===== src/rtl/adc_host_pkg.sv =====
`timescale 1ns/1ps
package adc_host_pkg;

  typedef enum logic [1:0] {
    OP_READ  = 2'd0,
    OP_PWRDN = 2'd1,
    OP_WAKE  = 2'd2,
    OP_NONE  = 2'd3
  } host_op_e;

  function automatic int max_i(input int a, input int b);
    return (a > b) ? a : b;
  endfunction

  // cycles from the return to track mode until the end of the frame
  function automatic int tail_cycles(input int frame_bits, input int track_fall, input int half);
    return (2 * frame_bits - 2 * track_fall) * half;
  endfunction

  // gap after a read: quiet time, or uncovered acquisition time if longer
  function automatic int read_gap(input int quiet, input int acq, input int tail);
    return max_i(quiet, (acq > tail) ? acq - tail : 0);
  endfunction

endpackage


===== src/rtl/adc_sample_timer.sv =====
`timescale 1ns/1ps
module adc_sample_timer #(
  parameter int HALF  = 10,
  parameter int PER_W = 12
) (
  input  logic             clk,
  input  logic             rst_n,
  input  logic             en,
  input  logic [PER_W-1:0] period,
  input  logic             busy,
  output logic             req
);
  localparam int MUL  = 2 * HALF;
  localparam int TC_W = PER_W + $clog2(MUL) + 1;

  logic [TC_W-1:0] cnt, span;
  logic tick, pend;

  assign span = TC_W'(period) * TC_W'(MUL);
  assign tick = en && (period != '0) && (cnt >= span - TC_W'(1));
  assign req  = en && (tick || pend);

  always_ff @(posedge clk) begin
    if (!rst_n) begin
      cnt  <= '0;
      pend <= 1'b0;
    end else begin
      if (!en || period == '0) cnt <= '0;
      else if (tick)           cnt <= '0;
      else                     cnt <= cnt + TC_W'(1);
      pend <= req && busy;
    end
  end


  pend_hold_chk: assert property (@(posedge clk) disable iff (!rst_n)
    (tick && busy) |=> pend);

endmodule


===== src/rtl/adc_frame_seq.sv =====
`timescale 1ns/1ps
module adc_frame_seq #(
  parameter int HALF  = 10,
  parameter int NB_W  = 5,
  parameter int GAP_W = 8
) (
  input  logic             clk,
  input  logic             rst_n,
  input  logic             start,
  input  logic [NB_W-1:0]  nbits,
  input  logic [GAP_W-1:0] gap_len,
  output logic             cs_n,
  output logic             sclk,
  output logic             busy,
  output logic             fall_evt,
  output logic             frame_end
);
  localparam int HC_W = $clog2(HALF + 1);
  localparam int HI_W = NB_W + 1;

  logic [HC_W-1:0]  half_cnt;
  logic [HI_W-1:0]  half_idx, last_half;
  logic [NB_W-1:0]  nb_q;
  logic [GAP_W-1:0] gap_q, gap_cnt;
  logic             in_frame, in_gap, half_done;

  // half 0 is the setup half; odd halves are low, even halves high
  assign last_half = {nb_q, 1'b0} - HI_W'(1);
  assign half_done = in_frame && (half_cnt == HC_W'(HALF - 1));
  assign frame_end = half_done && (half_idx == last_half);
  assign fall_evt  = half_done && !frame_end && !half_idx[0];
  assign busy      = in_frame || in_gap;

  always_ff @(posedge clk) begin
    if (!rst_n) begin
      in_frame <= 1'b0;
      in_gap   <= 1'b0;
      cs_n     <= 1'b1;
      sclk     <= 1'b1;
      half_cnt <= '0;
      half_idx <= '0;
      nb_q     <= '0;
      gap_q    <= '0;
      gap_cnt  <= '0;
    end else if (start && !busy) begin
      in_frame <= 1'b1;
      cs_n     <= 1'b0;
      sclk     <= 1'b1;
      half_cnt <= '0;
      half_idx <= '0;
      nb_q     <= nbits;
      gap_q    <= gap_len;
    end else if (in_frame) begin
      if (frame_end) begin
        in_frame <= 1'b0;
        in_gap   <= 1'b1;
        gap_cnt  <= '0;
        cs_n     <= 1'b1;
        sclk     <= 1'b1;
        half_cnt <= '0;
      end else if (half_done) begin
        half_cnt <= '0;
        half_idx <= half_idx + HI_W'(1);
        sclk     <= ~sclk;
      end else begin
        half_cnt <= half_cnt + HC_W'(1);
      end
    end else if (in_gap) begin
      if (gap_cnt == gap_q - GAP_W'(1)) in_gap  <= 1'b0;
      else                              gap_cnt <= gap_cnt + GAP_W'(1);
    end
  end


  setup_high_chk: assert property (@(posedge clk) disable iff (!rst_n)
    $fell(cs_n) |-> sclk);

  idle_sclk_chk: assert property (@(posedge clk) disable iff (!rst_n)
    cs_n |-> sclk);

  gap_busy_chk: assert property (@(posedge clk) disable iff (!rst_n)
    $rose(cs_n) |-> busy);

endmodule


===== src/rtl/adc_word_capture.sv =====
`timescale 1ns/1ps
module adc_word_capture #(
  parameter int FRAME_BITS = 16,
  parameter int RES_BITS   = 12
) (
  input  logic                clk,
  input  logic                rst_n,
  input  logic                sample,
  input  logic                bit_in,
  input  logic                done,
  input  logic                keep,
  output logic [RES_BITS-1:0] result,
  output logic                res_valid,
  output logic                res_err
);
  logic [FRAME_BITS-1:0] shreg;

  always_ff @(posedge clk) begin
    if (!rst_n) begin
      shreg     <= '0;
      result    <= '0;
      res_valid <= 1'b0;
      res_err   <= 1'b0;
    end else begin
      res_valid <= done && keep;
      if (sample) shreg <= {shreg[FRAME_BITS-2:0], bit_in};
      if (done && keep) begin
        result  <= shreg[RES_BITS-1:0];
        res_err <= |shreg[FRAME_BITS-1:RES_BITS];
      end
    end
  end

endmodule


===== src/rtl/adc_host_ctrl.sv =====
`timescale 1ns/1ps
module adc_host_ctrl #(
  parameter int HALF_PER   = 10,
  parameter int FRAME_BITS = 16,
  parameter int RES_BITS   = 12,
  parameter int PD_BITS    = 8,
  parameter int TRACK_FALL = 13,
  parameter int QUIET_CYC  = 14,
  parameter int ACQ_CYC    = 58,
  parameter int WAKE_CYC   = 200,
  parameter int PER_W      = 12
) (
  input  logic                clk,
  input  logic                rst_n,
  input  logic                cmd_valid,
  input  logic [1:0]          cmd_op,
  input  logic                timer_en,
  input  logic [PER_W-1:0]    sample_period,
  input  logic                sdata_in,
  output logic                sclk,
  output logic                cs_n,
  output logic                busy,
  output logic [RES_BITS-1:0] result,
  output logic                result_valid,
  output logic                result_err
);
  import adc_host_pkg::*;

  localparam int TAIL_CYC = tail_cycles(FRAME_BITS, TRACK_FALL, HALF_PER);
  localparam int RD_GAP   = read_gap(QUIET_CYC, ACQ_CYC, TAIL_CYC);
  localparam int PD_GAP   = max_i(QUIET_CYC, 1);
  localparam int WK_GAP   = max_i(WAKE_CYC, RD_GAP);
  localparam int GAP_W    = $clog2(max_i(WK_GAP, PD_GAP) + 1);
  localparam int NB_W     = $clog2(FRAME_BITS + 1);

  logic             timer_req, start, fall_evt, frame_end;
  host_op_e         sel_op, op_q;
  logic [NB_W-1:0]  sel_bits;
  logic [GAP_W-1:0] sel_gap;

  adc_sample_timer #(.HALF(HALF_PER), .PER_W(PER_W)) u_timer (
    .clk(clk), .rst_n(rst_n), .en(timer_en), .period(sample_period),
    .busy(busy), .req(timer_req));

  // timed read wins over a command arriving in the same cycle
  assign sel_op = timer_req ? OP_READ : host_op_e'(cmd_op);
  assign start  = !busy && (timer_req || (cmd_valid && cmd_op != OP_NONE));

  always_comb begin
    sel_bits = NB_W'(FRAME_BITS);
    sel_gap  = GAP_W'(RD_GAP);
    case (sel_op)
      OP_PWRDN: begin sel_bits = NB_W'(PD_BITS); sel_gap = GAP_W'(PD_GAP); end
      OP_WAKE:  sel_gap = GAP_W'(WK_GAP);
      default:  ;
    endcase
  end

  always_ff @(posedge clk) begin
    if (!rst_n)     op_q <= OP_READ;
    else if (start) op_q <= sel_op;
  end

  adc_frame_seq #(.HALF(HALF_PER), .NB_W(NB_W), .GAP_W(GAP_W)) u_seq (
    .clk(clk), .rst_n(rst_n), .start(start), .nbits(sel_bits), .gap_len(sel_gap),
    .cs_n(cs_n), .sclk(sclk), .busy(busy), .fall_evt(fall_evt), .frame_end(frame_end));

  adc_word_capture #(.FRAME_BITS(FRAME_BITS), .RES_BITS(RES_BITS)) u_cap (
    .clk(clk), .rst_n(rst_n), .sample(fall_evt), .bit_in(sdata_in),
    .done(frame_end), .keep(op_q == OP_READ),
    .result(result), .res_valid(result_valid), .res_err(result_err));


  valid_on_rise_chk: assert property (@(posedge clk) disable iff (!rst_n)
    result_valid |-> $rose(cs_n));

  valid_pulse_chk: assert property (@(posedge clk) disable iff (!rst_n)
    result_valid |=> !result_valid);

  no_start_busy_chk: assert property (@(posedge clk) disable iff (!rst_n)
    $fell(cs_n) |-> !$past(busy));

endmodule


===== config.mk =====
export PLATFORM = sky130hd
export DESIGN_NAME = adc_host_ctrl
export DESIGN_NICKNAME = d
export VERILOG_FILES = /design/src/rtl/adc_host_pkg.sv /design/src/rtl/adc_sample_timer.sv /design/src/rtl/adc_frame_seq.sv /design/src/rtl/adc_word_capture.sv /design/src/rtl/adc_host_ctrl.sv
export SDC_FILE = /design/constraint.sdc
export NUM_CORES = 1
export LEC_CHECK = 0
export BUFFER_PORTS_ARGS = -buffer_cell sky130_fd_sc_hd__buf_2
export CAP_MARGIN = 20
export CORE_UTILIZATION = 30
export DETAILED_ROUTE_END_ITERATION = 8
export PLACE_DENSITY = 0.58
export SLEW_MARGIN = 20
export SYNTH_ARGS = -nofsm -noshare
export SYNTH_HDL_FRONTEND = slang
export SYNTH_SLANG_ARGS = --single-unit

===== constraint.sdc =====
create_clock -name clk -period 7.6 [get_ports clk]
set_input_delay 0.38 -clock clk [delete_from_list [all_inputs] [get_ports clk]]
set_output_delay 0.38 -clock clk [all_outputs]
set_load 0.01 [all_outputs]

* Word level (Yosys, flattened, before mapping)
Cells that the tools add are included.
** Word-level totals
- Bits in registers :: 86
- Bits of input ports :: 19
- Output and inout bits :: 17
- Word-level logic and storage cells :: 92
** Cells by class
- $add $sub $neg :: 7
- Multiply operators :: 1
- Magnitude comparators :: 1
- Equal/unequal tests :: 8
- Mux-type cells :: 20
- Bitwise logic cells :: 4
- Reduce and logical (&&, ||, !) cells :: 35
** Operators with widths (count)
- two-way mux 8 bit :: 5
- adder 18 x 1 -> 18 bit, second input constant :: 1
- >= comparator 18 bit :: 1
- subtractor 17 x 1 -> 18 bit, second input constant :: 1
- multiplier 12 x 3 -> 15 bit, second input constant :: 1
- logical AND 1 bit :: 12
- logical NOT 12 bit :: 1
- nonzero test 12 bit :: 1
- two-way mux 1 bit :: 11
- adder 8 x 1 -> 8 bit, second input constant :: 1
- == test 8 bit :: 1
- two-way mux 4 bit :: 2
- nonzero test 2 bit :: 4
- subtractor 8 x 1 -> 8 bit, second input constant :: 1
- adder 6 x 1 -> 6 bit, second input constant :: 1
- == test 6 bit :: 1
- AND reduction 2 bit :: 3
- subtractor 6 x 1 -> 6 bit, second input constant :: 1
- two-way mux 5 bit :: 1
- adder 4 x 1 -> 4 bit, second input constant :: 1
- == test 4 bit, second input constant :: 1
- logical NOT 1 bit :: 4
- logical OR 1 bit :: 4
- inequality test 2 x 1 -> 1 bit, second input constant :: 2
- other kinds (11) :: 14

* Logic depth before layout (Yosys ltp)
Gate-level depths: netlist (run 1).
- Word-level depth :: 11
- Gate-level depth with buffers :: 19

* Cells and area by module
Synthesis (run 1) repeated with hierarchy kept, for this count alone.
** Second synthesis, totals
- Cells, all modules :: 619
- Area, all modules :: 5402.7 um2
** Modules (own cells, without submodules)
- adc_sample_timer :: times used 1, cells an instance 244, area an instance 2084.5 um2, seq. area each 380.4 um2
- adc_frame_seq :: times used 1, cells an instance 239, area an instance 1963.1 um2, seq. area each 700.7 um2
- adc_word_capture :: times used 1, cells an instance 115, area an instance 1212.4 um2, seq. area each 600.6 um2
- adc_host_ctrl :: times used 1, cells an instance 21, area an instance 142.6 um2, seq. area each 40.0 um2

* Least setup slack after synthesis (run 1)
OpenSTA, ideal clock, no wires.
- Path type :: input to register
- Start point :: input port sample_period[1]
- End point :: register u_seq.sclk
- Data arrival time :: 4.451 ns
- Required time :: 7.471 ns
- Setup slack :: 3.021 ns
- Stages :: 19
- Buffers on the path :: 1
- Cell sequence :: ha_1 -> ha_1 -> fa_1 -> a211oi_2 -> o21ai_1 -> a221oi_2 -> nor4b_2 -> nand3_1 -> nor2_1 -> xnor2_1 -> ha_1 -> a21o_1 -> a21o_1 -> a21oi_2 -> nand2_1 -> o31ai_4 -> a21oi_2 -> buf_2 -> nand3b_1
** On the way
- Cells in the longest elaborated chain, start to end :: 10
- Elaborated cells on any way between the ends :: 12
- Classes of those cells :: 1 x add/sub; 1 x mul; 1 x order compare; 9 x reduce/logical
** RTL lines
- start: declaration :: line adc_host_ctrl.sv:18 : input logic [PER_W-1:0] sample_period,
- multiplier 12 x 3 -> 15 bit :: line adc_sample_timer.sv:19 : assign span = TC_W'(period) * TC_W'(MUL);
- subtractor 17 x 1 -> 18 bit :: line adc_sample_timer.sv:20 : assign tick = en && (period != '0) && (cnt >= span - TC_W'(1));
- >= comparator 18 bit :: line adc_sample_timer.sv:20
- logical AND 1 bit * :: line adc_sample_timer.sv:20
- logical OR 1 bit * :: line adc_sample_timer.sv:21 : assign req = en && (tick || pend);
- logical AND 1 bit * :: line adc_sample_timer.sv:21
- logical OR 1 bit * :: line adc_host_ctrl.sv:47 : assign start = !busy && (timer_req || (cmd_valid && cmd_op != OP_NONE));
- logical AND 1 bit * :: line adc_host_ctrl.sv:47
- logical AND 1 bit * :: line adc_frame_seq.sv:45 : end else if (start && !busy) begin
- OR reduction 2 bit (no source line) *
- end signal: assignment :: line adc_frame_seq.sv:64 : sclk <= ~sclk;
- end: declaration :: line adc_frame_seq.sv:13 : output logic sclk,
Every way passes the cells marked *; elsewhere a longest branch is shown, timed or not.
A chain may end at the register's enable or synchronous reset.

* Worst setup path after layout (run 1)
- Start point :: input port sample_period[1]
- End point :: register u_seq.gap_q[2]
** On the way
- Cells in the longest elaborated chain, start to end :: 9
- Elaborated cells on any way between the ends :: 14
- Classes of those cells :: 1 x add/sub; 1 x mul; 1 x order compare; 1 x eq/ne; 2 x mux; 8 x reduce/logical
** RTL lines
- multiplier 12 x 3 -> 15 bit :: line adc_sample_timer.sv:19
- subtractor 17 x 1 -> 18 bit :: line adc_sample_timer.sv:20
- >= comparator 18 bit :: line adc_sample_timer.sv:20
- logical AND 1 bit * :: line adc_sample_timer.sv:20
- logical OR 1 bit * :: line adc_sample_timer.sv:21
- logical AND 1 bit * :: line adc_sample_timer.sv:21
- two-way mux 2 bit / logical OR 1 bit (equally long branches) :: line adc_host_ctrl.sv:46, adc_host_ctrl.sv:47
- == test 2 bit / logical AND 1 bit (equally long branches) :: line adc_host_ctrl.sv:52, adc_host_ctrl.sv:47
- two-way mux 8 bit / logical AND 1 bit (equally long branches) :: line adc_host_ctrl.sv:52, adc_frame_seq.sv:45
- end signal: assignment :: line adc_frame_seq.sv:52 : gap_q <= gap_len;
- end: declaration :: line adc_frame_seq.sv:24 : logic [GAP_W-1:0] gap_q, gap_cnt;
Marks and branches as above.

==> summary.md, run 1 <==
| Metric | Value |
|---|---|
| Total CTS buffers | `9` |
| Most used cell, CP | `ha_1` |
| # setup viols final | `0` |
| H-tree depth | `3` |
| Worst reg-to-reg setup slack | `4920 ps` |
| Gr ovfl total | `0` |
| Gr usage total | `0.123` |
| Worst path depth | `19` |
| Status | `complete, no violations` |
| Antenna violations before repair | `0` |
| Slew margin rel. | `0.361` |
| Hold Vio Cnt, Final | `0` |
| Gpl congestion | `0.787` |
| Psw | `263 uW` |
| Maximum vdd drop | `90.4 uV` |
| DIE HEIGHT | `127 um` |
| Crit path arrival time | `5040 ps` |
| Synth unique cells | `63` |
| Pleak | `0.00214 uW` |
| Syn_nets | `617` |
| Port Buffers | `35` |
| Required time worst endpoint | `7820 ps` |
| R2R Path End | `u_seq.gap_cnt[6]` |
| Hold WC Path Type | `in2reg` |
| Xor and xnor area share after synthesis | `0.0762` |
| Worst-case clock buffer depth | `2` |
| TritonRoute pass-1 iters | `4` |
| Commonest cells after routing, fill and taps aside | `dfxtp_1 (78), nand2_1 (72), nor2_1 (58)` |
| Via-to-Cell Ratio | `4.80` |
| Pwr Total | `1030 uW` |
| Crit-path slowest cell | `fa_1` |
| Netlist Area Pre-Place | `0.00471 mm2` |
| Slew @ Worst Pin | `958 ps` |
| Clk pwr share | `0.443` |
| Int Pwr | `766 uW` |
| Cell count after synthesis | `554` |
| Max Slew Vio Count | `0` |
| Tmin final | `4820 ps` |
| Post-DP HPWL | `6930 um` |
| Routed Antenna Nets | `0` |
| I/O pin cnt | `36` |
| Largest net degree at the start of global routing | `63` |
| Register share of total power | `0.410` |
| PD cells | `191 mW/mm2` |
| Post-CTS Setup Repair Bufs | `0` |
| Hold Path Origin | `sdata_in` |
| Mux contribution to synthesized area | `0.0446` |
| CP Launch Point | `sample_period[1]` |
| Synth Area in Compound Gates | `0.154` |
| Resized cells post-CTS | `0` |
| Final Cycle Share | `0.634` |
| Met3 Usage GRT | `0.0285` |
| Worst r2r src | `u_seq.in_frame` |
| Core box area | `0.0153 mm2` |
| Via count of the first global-routing pass | `3584` |
| Worst-path clk slew | `60 ps` |
| CP Buf/Inv Count | `1` |
| First-pass GRT wire length | `16500 um` |
| Top delay family on crit path | `compound AO/OA/AOI/OAI gates` |
| CTS tree | `done` |
| DR vias | `3828` |
| EDFF count, synth | `0` |
| Ys Warns | `0` |
| Final setup skew | `5.48 ps` |
| GR Layer Usage met1 | `0.167` |
| RSZ-0062 raised after global routing | `no` |
| Routed WL | `9460 um` |
| Combinational share of power | `0.147` |
| Avg Inst Size Synth | `8.51 um2` |
| Synth Area in Adders | `0.118` |
| Ant diodes | `0` |
| Reg2reg path depth | `6` |
| Switching fraction of total power | `0.255` |
| Share of cells above drive strength 1 | `0.114` |
| Initial Utilization | `0.309` |
| Max Freq | `208 MHz` |
| CP Capture Type | `flip-flop` |
| Final nets | `645` |
| Area Overhead vs Synth | `14.4%` |
| Worst setup endpoint | `u_seq.gap_q[2]` |
| Fin Setup TNS | `0 ps` |
| Max stage delay on crit path | `420 ps` |
| Standard-cell rows | `45` |
| Global routing's busiest layer | `met2` |
| Clk Latency, worst-skew pair | `330 ps` |
| CP max FO | `16` |
| Met2 Usage GRT | `0.197` |
| Most common cell after layout, fill and taps aside | `dfxtp_1` |
| Simple-gate share of the synthesized area | `0.247` |
| Root Driver | `clkbuf_16` |
| Async S/R FF share, synth | `0` |
| Max Cap Violations | `0` |
| Hold_buf cts | `0` |
| Die area | `0.0162 mm2` |
| Routed len/inst | `11.8 um` |
| Most used DFF post-synth | `dfxtp_1` |
| Type of the worst setup path | `in2reg` |
| Largest family of logic cells by synthesized area | `simple AND/OR/NAND/NOR gates` |
| Sink Count | `78` |
| DRC violations left | `0` |
| Seq/Total Area, Yosys | `0.331` |
| Detailed Route Iter0 Violations | `195` |
| CP Cell Sequence | `buf_2, ha_1, ha_1, fa_1, a211oi_2, o21ai_1, a221oi_2, nor4b_2, nand3_1, nor2_1, xnor2_1, ha_1, a21o_1, a21o_1, a21oi_2, nand2_1, o31ai_4, a21oi_2, o211a_1` |
| CP Launch Type | `input port` |
| Die Wd | `127 um` |
| Flops & latches, synth | `78` |
[power by group through the flow]
stage / registers, uW / logic [uW] / clock network, uW
after CTS: 421 / 152 / 468
after detailed placement: 430 / 150 / 0
after global routing: 422 / 173 / 484
after floorplan: 427 / 121 / 0
final: 422 / 151 / 456
after global placement: 430 / 148 / 0
[tightest hold or removal path: stages]
cell	delay (ps)
buf_2	80
mux2i_1	60
nor2b_1	90
[cell families (layout without fill, tap and decap cells)]
logic type	count (synthesis)	count (layout)
AOI/OAI and AO/OA	101	101
muxes	21	21
and+or+nand+nor	236	236
adders and majority gates	44	44
xor gates and xnor gates	41	41
buffers and inverters	33	66
DFF	78	78
[how the worst min path moves through the flow]
| stage | depth (start not counted) | slack (ps) | endpoint |
|---|---|---|---|
| after floorplan | 1 | 440 | u_timer.cnt[0] |
| after global placement | 2 | 440 | u_cap.result[7] |
| after detailed placement | 2 | 450 | u_cap.result[7] |
| after CTS | 3 | 310 | u_cap.shreg[0] |
| after global routing | 3 | 330 | u_cap.shreg[0] |
| final | 3 | 310 | u_cap.shreg[0] |
[layer usage]
metal,vias up,wire (um)
met2,52,4290
met1,1765,4740
li1,2002,-
met5,-,0
met4,0,69
met3,9,350
[area by class of cell]
| type | instances | area [um2] |
|---|---|---|
| Multi-Input combinational cell | 443 | 3020 |
| Clock inverter | 5 | 83.8 |
| Sequential cell | 78 | 1560 |
| Clock buffer | 11 | 233 |
| Tap cell | 211 | 264 |
| Timing Repair Buffer | 35 | 175 |
| Inverter | 15 | 56.3 |
| Fill cell | 1561 | 9870 |
[stage by stage]
stage / worst slack (ps) / cell area (um2) / hold slack (ps) / util / cells
after floorplan: 3020 / 4710 / 441 / - / 554
after global placement: 2570 / 5080 / 442 / 0.333 / 782
after detailed placement: 2420 / 5080 / 446 / 0.333 / 782
after CTS: 2770 / 5390 / 306 / 0.353 / 798
after global routing: 2450 / 5390 / 328 / 0.353 / 798
final: 2780 / 5390 / 311 / 0.353 / 798
[cells in the mapped netlist, types with 11 or more instances]
cell type	count	area (um2)
nor2_1	58	218
nor2b_1	22	138
inv_1	15	56.3
o21ai_0	17	85.1
a21boi_1	13	97.6
ha_1	43	538
xnor2_1	15	131
clkbuf_1	12	45.0
nor3_1	15	75.1
a21oi_1	16	80.1
nand2_1	72	270
nand3_1	20	100
mux2i_1	21	210
a21o_1	11	82.6
dfxtp_1	78	1560
xor2_1	26	228
[state kept, by name, indices dropped and copies added (netlist names)]
name,count
u_timer.cnt,18
u_cap.shreg,16
u_cap.result,12
u_seq.gap_cnt,8
u_seq.half_idx,6
u_seq.half_cnt,4
u_seq.gap_q,3
op_q,2
u_seq.nb_q,2
u_cap.res_err,1
u_cap.res_valid,1
u_seq.cs_n,1
u_seq.in_frame,1
u_seq.in_gap,1
u_seq.sclk,1
u_timer.pend,1
No activity file was read; power rests on OpenSTA's default activity.
==> run 2: changes to the inputs <==
==> constraint.sdc (replaced) <==
create_clock -name clk -period 4.65 [get_ports clk]
set_input_delay 0.2325 -clock clk [delete_from_list [all_inputs] [get_ports clk]]
set_output_delay 0.2325 -clock clk [all_outputs]
set_load 0.01 [all_outputs]
==> run 2 against run 1 <==
- power increased by 63%
- clock skew about the same
- utilization increased by 0.51 points
- critical path type unchanged
- critical endpoint is now u_seq.half_idx[0]
- largest cell class unchanged
- largest power group unchanged
==> summary.md, run 2 (same netlist as run 1, synthesis figures left out) <==
| Metric | Value |
|---|---|
| I/O pin cnt | `36` |
| Most used cell, CP | `ha_1` |
| TritonRoute pass-1 iters | `8` |
| Port Buffers | `35` |
| Detailed Route Iter0 Violations | `169` |
| # setup viols final | `0` |
| PD cells | `307 mW/mm2` |
| Slack of the critical path | `323 ps` |
| CP Cell Sequence | `buf_2, ha_1, ha_1, fa_1, a211oi_2, o21ai_1, a221oi_2, nor4b_2, nand3_1, nor2_1, xnor2_1, ha_1, a21o_1, a21o_1, a21oi_2, nand2_1, o31ai_4, a21oi_4, buf_4, nor2_1` |
| Slew margin rel. | `0.355` |
| Standard-cell rows | `45` |
| Post-CTS Setup Repair Bufs | `0` |
| Via-to-Cell Ratio | `4.84` |
| Max Freq | `231 MHz` |
| Antenna violations before repair | `0` |
| Routed WL | `9680 um` |
| Max Cap Violations | `0` |
| CP Capture Type | `flip-flop` |
| Top delay family on crit path | `compound AO/OA/AOI/OAI gates` |
| H-tree depth | `3` |
| CP Buf/Inv Count | `2` |
| Biggest register | `u_timer.cnt` |
| Required time worst endpoint | `4910 ps` |
| Pre-CTS worst setup slack | `-6.50 ps` |
| Number of flip-flops in the largest register | `18` |
| Top Registers | `u_timer.cnt x18, u_cap.shreg x16, u_cap.result x12` |
| Die area | `0.0162 mm2` |
| Type of the worst setup path | `in2reg` |
| Filler cell count | `1545` |
| Worst-path clk slew | `60 ps` |
| Pleak | `0.00219 uW` |
| Final core utilization | `0.359` |
| Commonest cells after routing, fill and taps aside | `dfxtp_1 (78), nand2_1 (72), nor2_1 (58)` |
| Final setup skew | `5.67 ps` |
| Routed len/inst | `12.0 um` |
| Fin Setup TNS | `0 ps` |
| Via count of the first global-routing pass | `3872` |
| DRC violations left | `0` |
| Routed Antenna Nets | `0` |
| Gr usage total | `0.129` |
| DIE HEIGHT | `127 um` |
| Max stage delay on crit path | `420 ps` |
| Hold WC Path Type | `in2reg` |
| Sink Count | `78` |
| Hold Vio Cnt, Final | `0` |
| Initial Utilization | `0.309` |
| CP Launch Type | `input port` |
| Die Wd | `127 um` |
| Root Driver | `clkbuf_16` |
| Max Slew Vio Count | `0` |
| Most common cell after layout, fill and taps aside | `dfxtp_1` |
| CP max FO | `12` |
| Gr ovfl total | `0` |
| Share of cells above drive strength 1 | `0.126` |
| Largest net degree at the start of global routing | `63` |
| Slew @ Worst Pin | `967 ps` |
| Ant diodes | `0` |
| Tmin final | `4330 ps` |
| Crit-path slowest cell | `fa_1` |
| Crit path arrival time | `4590 ps` |
| Final nets | `653` |
| Core box area | `0.0153 mm2` |
| First-pass GRT wire length | `17400 um` |
| Status | `complete, no violations` |
| Gpl congestion | `0.817` |
| Total CTS buffers | `9` |
| Post-DP HPWL | `7190 um` |
| Maximum vdd drop | `230 uV` |
| Final Cycle Share | `0.931` |
| RSZ-0062 raised after global routing | `no` |
| Area Overhead vs Synth | `16.1%` |
| Hold_buf cts | `0` |
| Worst-case clock buffer depth | `2` |
| Worst reg-to-reg setup slack | `2000 ps` |
| CTS tree | `done` |
| DR vias | `3900` |
| Clk Latency, worst-skew pair | `330 ps` |
-- run 2: repair_timing --
action,in CTS,in global routing
endpoints found under the setup margin,0,8
hold endpoints to repair,0,0
gates resized for setup,0,2
-- run 2: worst min-delay path, cell delays in order --
cell and delay (ps):
buf_2 80, mux2i_1 60, nor2b_1 100
-- run 2: cell type report --
| class | count | area (um2) | area share |
|---|---|---|---|
| Multi-Input combinational cell | 443 | 3040 | 0.555 |
| Inverter | 15 | 56.3 | 0.0103 |
| Timing Repair Buffer | 43 | 235 | 0.0430 |
| Tap cell | 211 | 264 | 0.0483 |
| Clock buffer | 11 | 233 | 0.0425 |
| Sequential cell | 78 | 1560 | 0.285 |
| Clock inverter | 5 | 82.6 | 0.0151 |
-- run 2: metrics by stage --
step                      hold slack, ps  total power, uW  cells  area (um2)
after floorplan                      402              895    554        4710
after global placement               442              952    790        5140
after detailed placement             447              957    790        5140
after CTS                            170             1700    806        5450
after global routing                 204             1770    806        5470
final                                178             1680    806        5470
-- run 2: report_power, final --
group	internal [uW]	switching [uW]
sequential	677	11.7
combinational	112	146
clock	472	264
total	1260	421
-- run 2: worst paths after layout --
kind | depth (start not counted) | from | to
worst max-delay path | 20 | sample_period[1] | u_seq.half_idx[0]
worst max register to register | 6 | u_seq.in_frame | u_seq.gap_cnt[6]
worst min register to register | 2 | u_cap.result[7] | u_cap.result[7]
worst min-delay path | 3 | sdata_in | u_cap.shreg[0]
-- run 2: per-layer routing --
metal | part of all wire | wire [um] | up-vias | track usage
met4 | 0.010 | 99 | 0 | 0.0378
met3 | 0.033 | 316 | 10 | 0.0314
li1 | - | - | 2015 | -
met5 | 0 | 0 | - | 0
met1 | 0.48 | 4620 | 1817 | 0.165
met2 | 0.48 | 4640 | 58 | 0.216
==> run 3: changes to the inputs <==
--- a/config.mk
+++ b/config.mk
@@ -10,6 +10,7 @@
 export CORE_UTILIZATION = 30
 export DETAILED_ROUTE_END_ITERATION = 8
 export PLACE_DENSITY = 0.58
+export RECOVER_POWER = 50
 export SLEW_MARGIN = 20
 export SYNTH_ARGS = -nofsm -noshare
 export SYNTH_HDL_FRONTEND = slang
==> run 3 against run 2 <==
- the run now ends with max-capacitance violations, max-slew violations left
- sequential share of layout area grew 0.21 points
- design area fell by 0.73%
- register-to-register slack got worse by 710 ps
- flip-flop and latch count unchanged
- critical path depth unchanged
- sequential power hardly changed
- hold slack got worse by 1.0 ps
- cell count unchanged
- global-route usage unchanged
- utilization is 0.26 points lower
==> summary.md, run 3 (same netlist as run 1, synthesis figures left out) <==
| Metric | Value |
|---|---|
| Number of flip-flops in the largest register | `18` |
| Die Wd | `127 um` |
| Routed WL | `9660 um` |
| Biggest register | `u_timer.cnt` |
| Placed cells | `790` |
| CTS tree | `done` |
| Initial Utilization | `0.309` |
| PD cells | `310 mW/mm2` |
| Routed Antenna Nets | `0` |
| Clk Latency, worst-skew pair | `330 ps` |
| Crit-path slowest cell | `fa_1` |
| Tmin final | `4320 ps` |
| DIE HEIGHT | `127 um` |
| Final instance area | `0.00543 mm2` |
| Gpl congestion | `0.817` |
| Non-Filler Instances | `806` |
| Psw | `422 uW` |
| Most used cell, CP | `ha_1` |
| Max Freq | `231 MHz` |
| Most common cell after layout, fill and taps aside | `dfxtp_1` |
| Final setup skew | `5.30 ps` |
| Maximum vdd drop | `221 uV` |
| H-tree depth | `3` |
| Detailed Route Iter0 Violations | `181` |
| Core box area | `0.0153 mm2` |
| Crit path arrival time | `4580 ps` |
| Slew margin rel. | `-0.202` |
| DR vias | `3874` |
| Switching fraction of total power | `0.251` |
| Max stage delay on crit path | `420 ps` |
| Gr ovfl total | `0` |
| Gr usage total | `0.129` |
| Root Driver | `clkbuf_16` |
| CP max FO | `12` |
| Max Slew Vio Count | `18` |
| Max Cap Violations | `2` |
| # setup viols final | `0` |
| Ant diodes | `0` |
| Status | `finished, violations left` |
| CP Cell Sequence | `buf_2, ha_1, ha_1, fa_1, a211oi_2, o21ai_1, a221oi_2, nor4b_2, nand3_1, nor2_1, xnor2_1, ha_1, a21o_1, a21o_1, a21oi_2, nand2_1, o31ai_4, a21oi_4, buf_4, nor2_1` |
| Final core utilization | `0.356` |
| Post-DP HPWL | `7190 um` |
| Pleak | `0.00209 uW` |
| Slew @ Worst Pin | `1800 ps` |
| Top Registers | `u_timer.cnt x18, u_cap.shreg x16, u_cap.result x12` |
| First-pass GRT wire length | `17400 um` |
| CP Launch Type | `input port` |
| Final Cycle Share | `0.930` |
| Final nets | `653` |
| TritonRoute pass-1 iters | `7` |
| Hold Vio Cnt, Final | `0` |
| Standard-cell rows | `45` |
| I/O pin cnt | `36` |
| Worst-case clock buffer depth | `2` |
| Total CTS buffers | `9` |
| Via count of the first global-routing pass | `3872` |
| Routed len/inst | `12.0 um` |
| Worst-path clk slew | `60 ps` |
| Commonest cells after routing, fill and taps aside | `dfxtp_1 (78), nand2_1 (72), nor2_1 (59)` |
| Clk pwr share | `0.438` |
| Int Pwr | `1260 uW` |
| Register share of total power | `0.409` |
| Failing checks | `max-capacitance violations, max-slew violations` |
| Fin Setup TNS | `0 ps` |
| Die area | `0.0162 mm2` |
| CP Capture Type | `flip-flop` |
| Share of cells above drive strength 1 | `0.0924` |
| Antenna violations before repair | `0` |
| Required time worst endpoint | `4910 ps` |
| Sink Count | `78` |
| Type of the worst setup path | `in2reg` |
| Area Overhead vs Synth | `15.2%` |
| Via-to-Cell Ratio | `4.81` |
| Port Buffers | `35` |
| Hold WC Path Type | `in2reg` |
| RSZ-0062 raised after global routing | `no` |
| Largest net degree at the start of global routing | `63` |
| DRC violations left | `0` |
| Placement Cell Area | `0.00514 mm2` |
| Combinational share of power | `0.152` |
[run 3: critical path: cells and delay by family]
family	cells	cell delay, ps
adder cells (fa/ha/maj)	4	1230
AND/OR/NAND/NOR	5	850
buffers and inverters	2	330
AO/OA/AOI/OAI	8	1830
XOR/XNOR	1	130
[run 3: worst paths after layout]
path / from / endpoint / slack (ps) / cells past startpoint
worst max-delay path: sample_period[1] / u_seq.half_idx[0] / 330 / 20
worst max register to register: u_seq.in_frame / u_seq.half_idx[0] / 1290 / 5
worst min-delay path: sdata_in / u_cap.shreg[0] / 180 / 3
worst min register to register: u_cap.res_err / u_cap.res_err / 470 / 2
[run 3: layout make-up]
cell class / instances / area, um2
Inverter: 15 / 56.3
Tap cell: 211 / 264
Clock inverter: 5 / 82.6
Sequential cell: 78 / 1560
Multi-Input combinational cell: 443 / 3020
Timing Repair Buffer: 43 / 214
Fill cell: 1555 / 9830
Clock buffer: 11 / 233
[run 3: metal layers]
metal,global-route usage,vias up,wire (um)
met2,0.216,52,4590
met3,0.0314,10,313
met4,0.0378,0,106
met5,0,-,0
li1,-,2015,-
met1,0.165,1797,4650
[run 3: power by group through the flow]
stage / Sequential, uW / Combinational [uW] / Clock [uW]
detailed placement: 704 / 254 / 0
global route: 690 / 292 / 785
CTS: 689 / 256 / 760
floorplan: 698 / 197 / 0
global placement: 703 / 249 / 0
finish: 689 / 256 / 737
[run 3: what timing repair did]
item,4_1_cts,5_1_grt
setup endpoints to repair,0,8
setup buffers,0,0
hold buffers,0,0
resized for setup,0,2
[run 3: per-stage QoR]
step / total power (uW) / setup WS [ps] / hold slack, ps
2_1_floorplan: 895 / 218 / 402
3_3_place_gp: 952 / 93.7 / 442
5_1_grt: 1770 / 10.4 / 205
3_5_place_dp: 957 / -6.50 / 447
4_1_cts: 1700 / 299 / 170
6_report: 1680 / 327 / 177
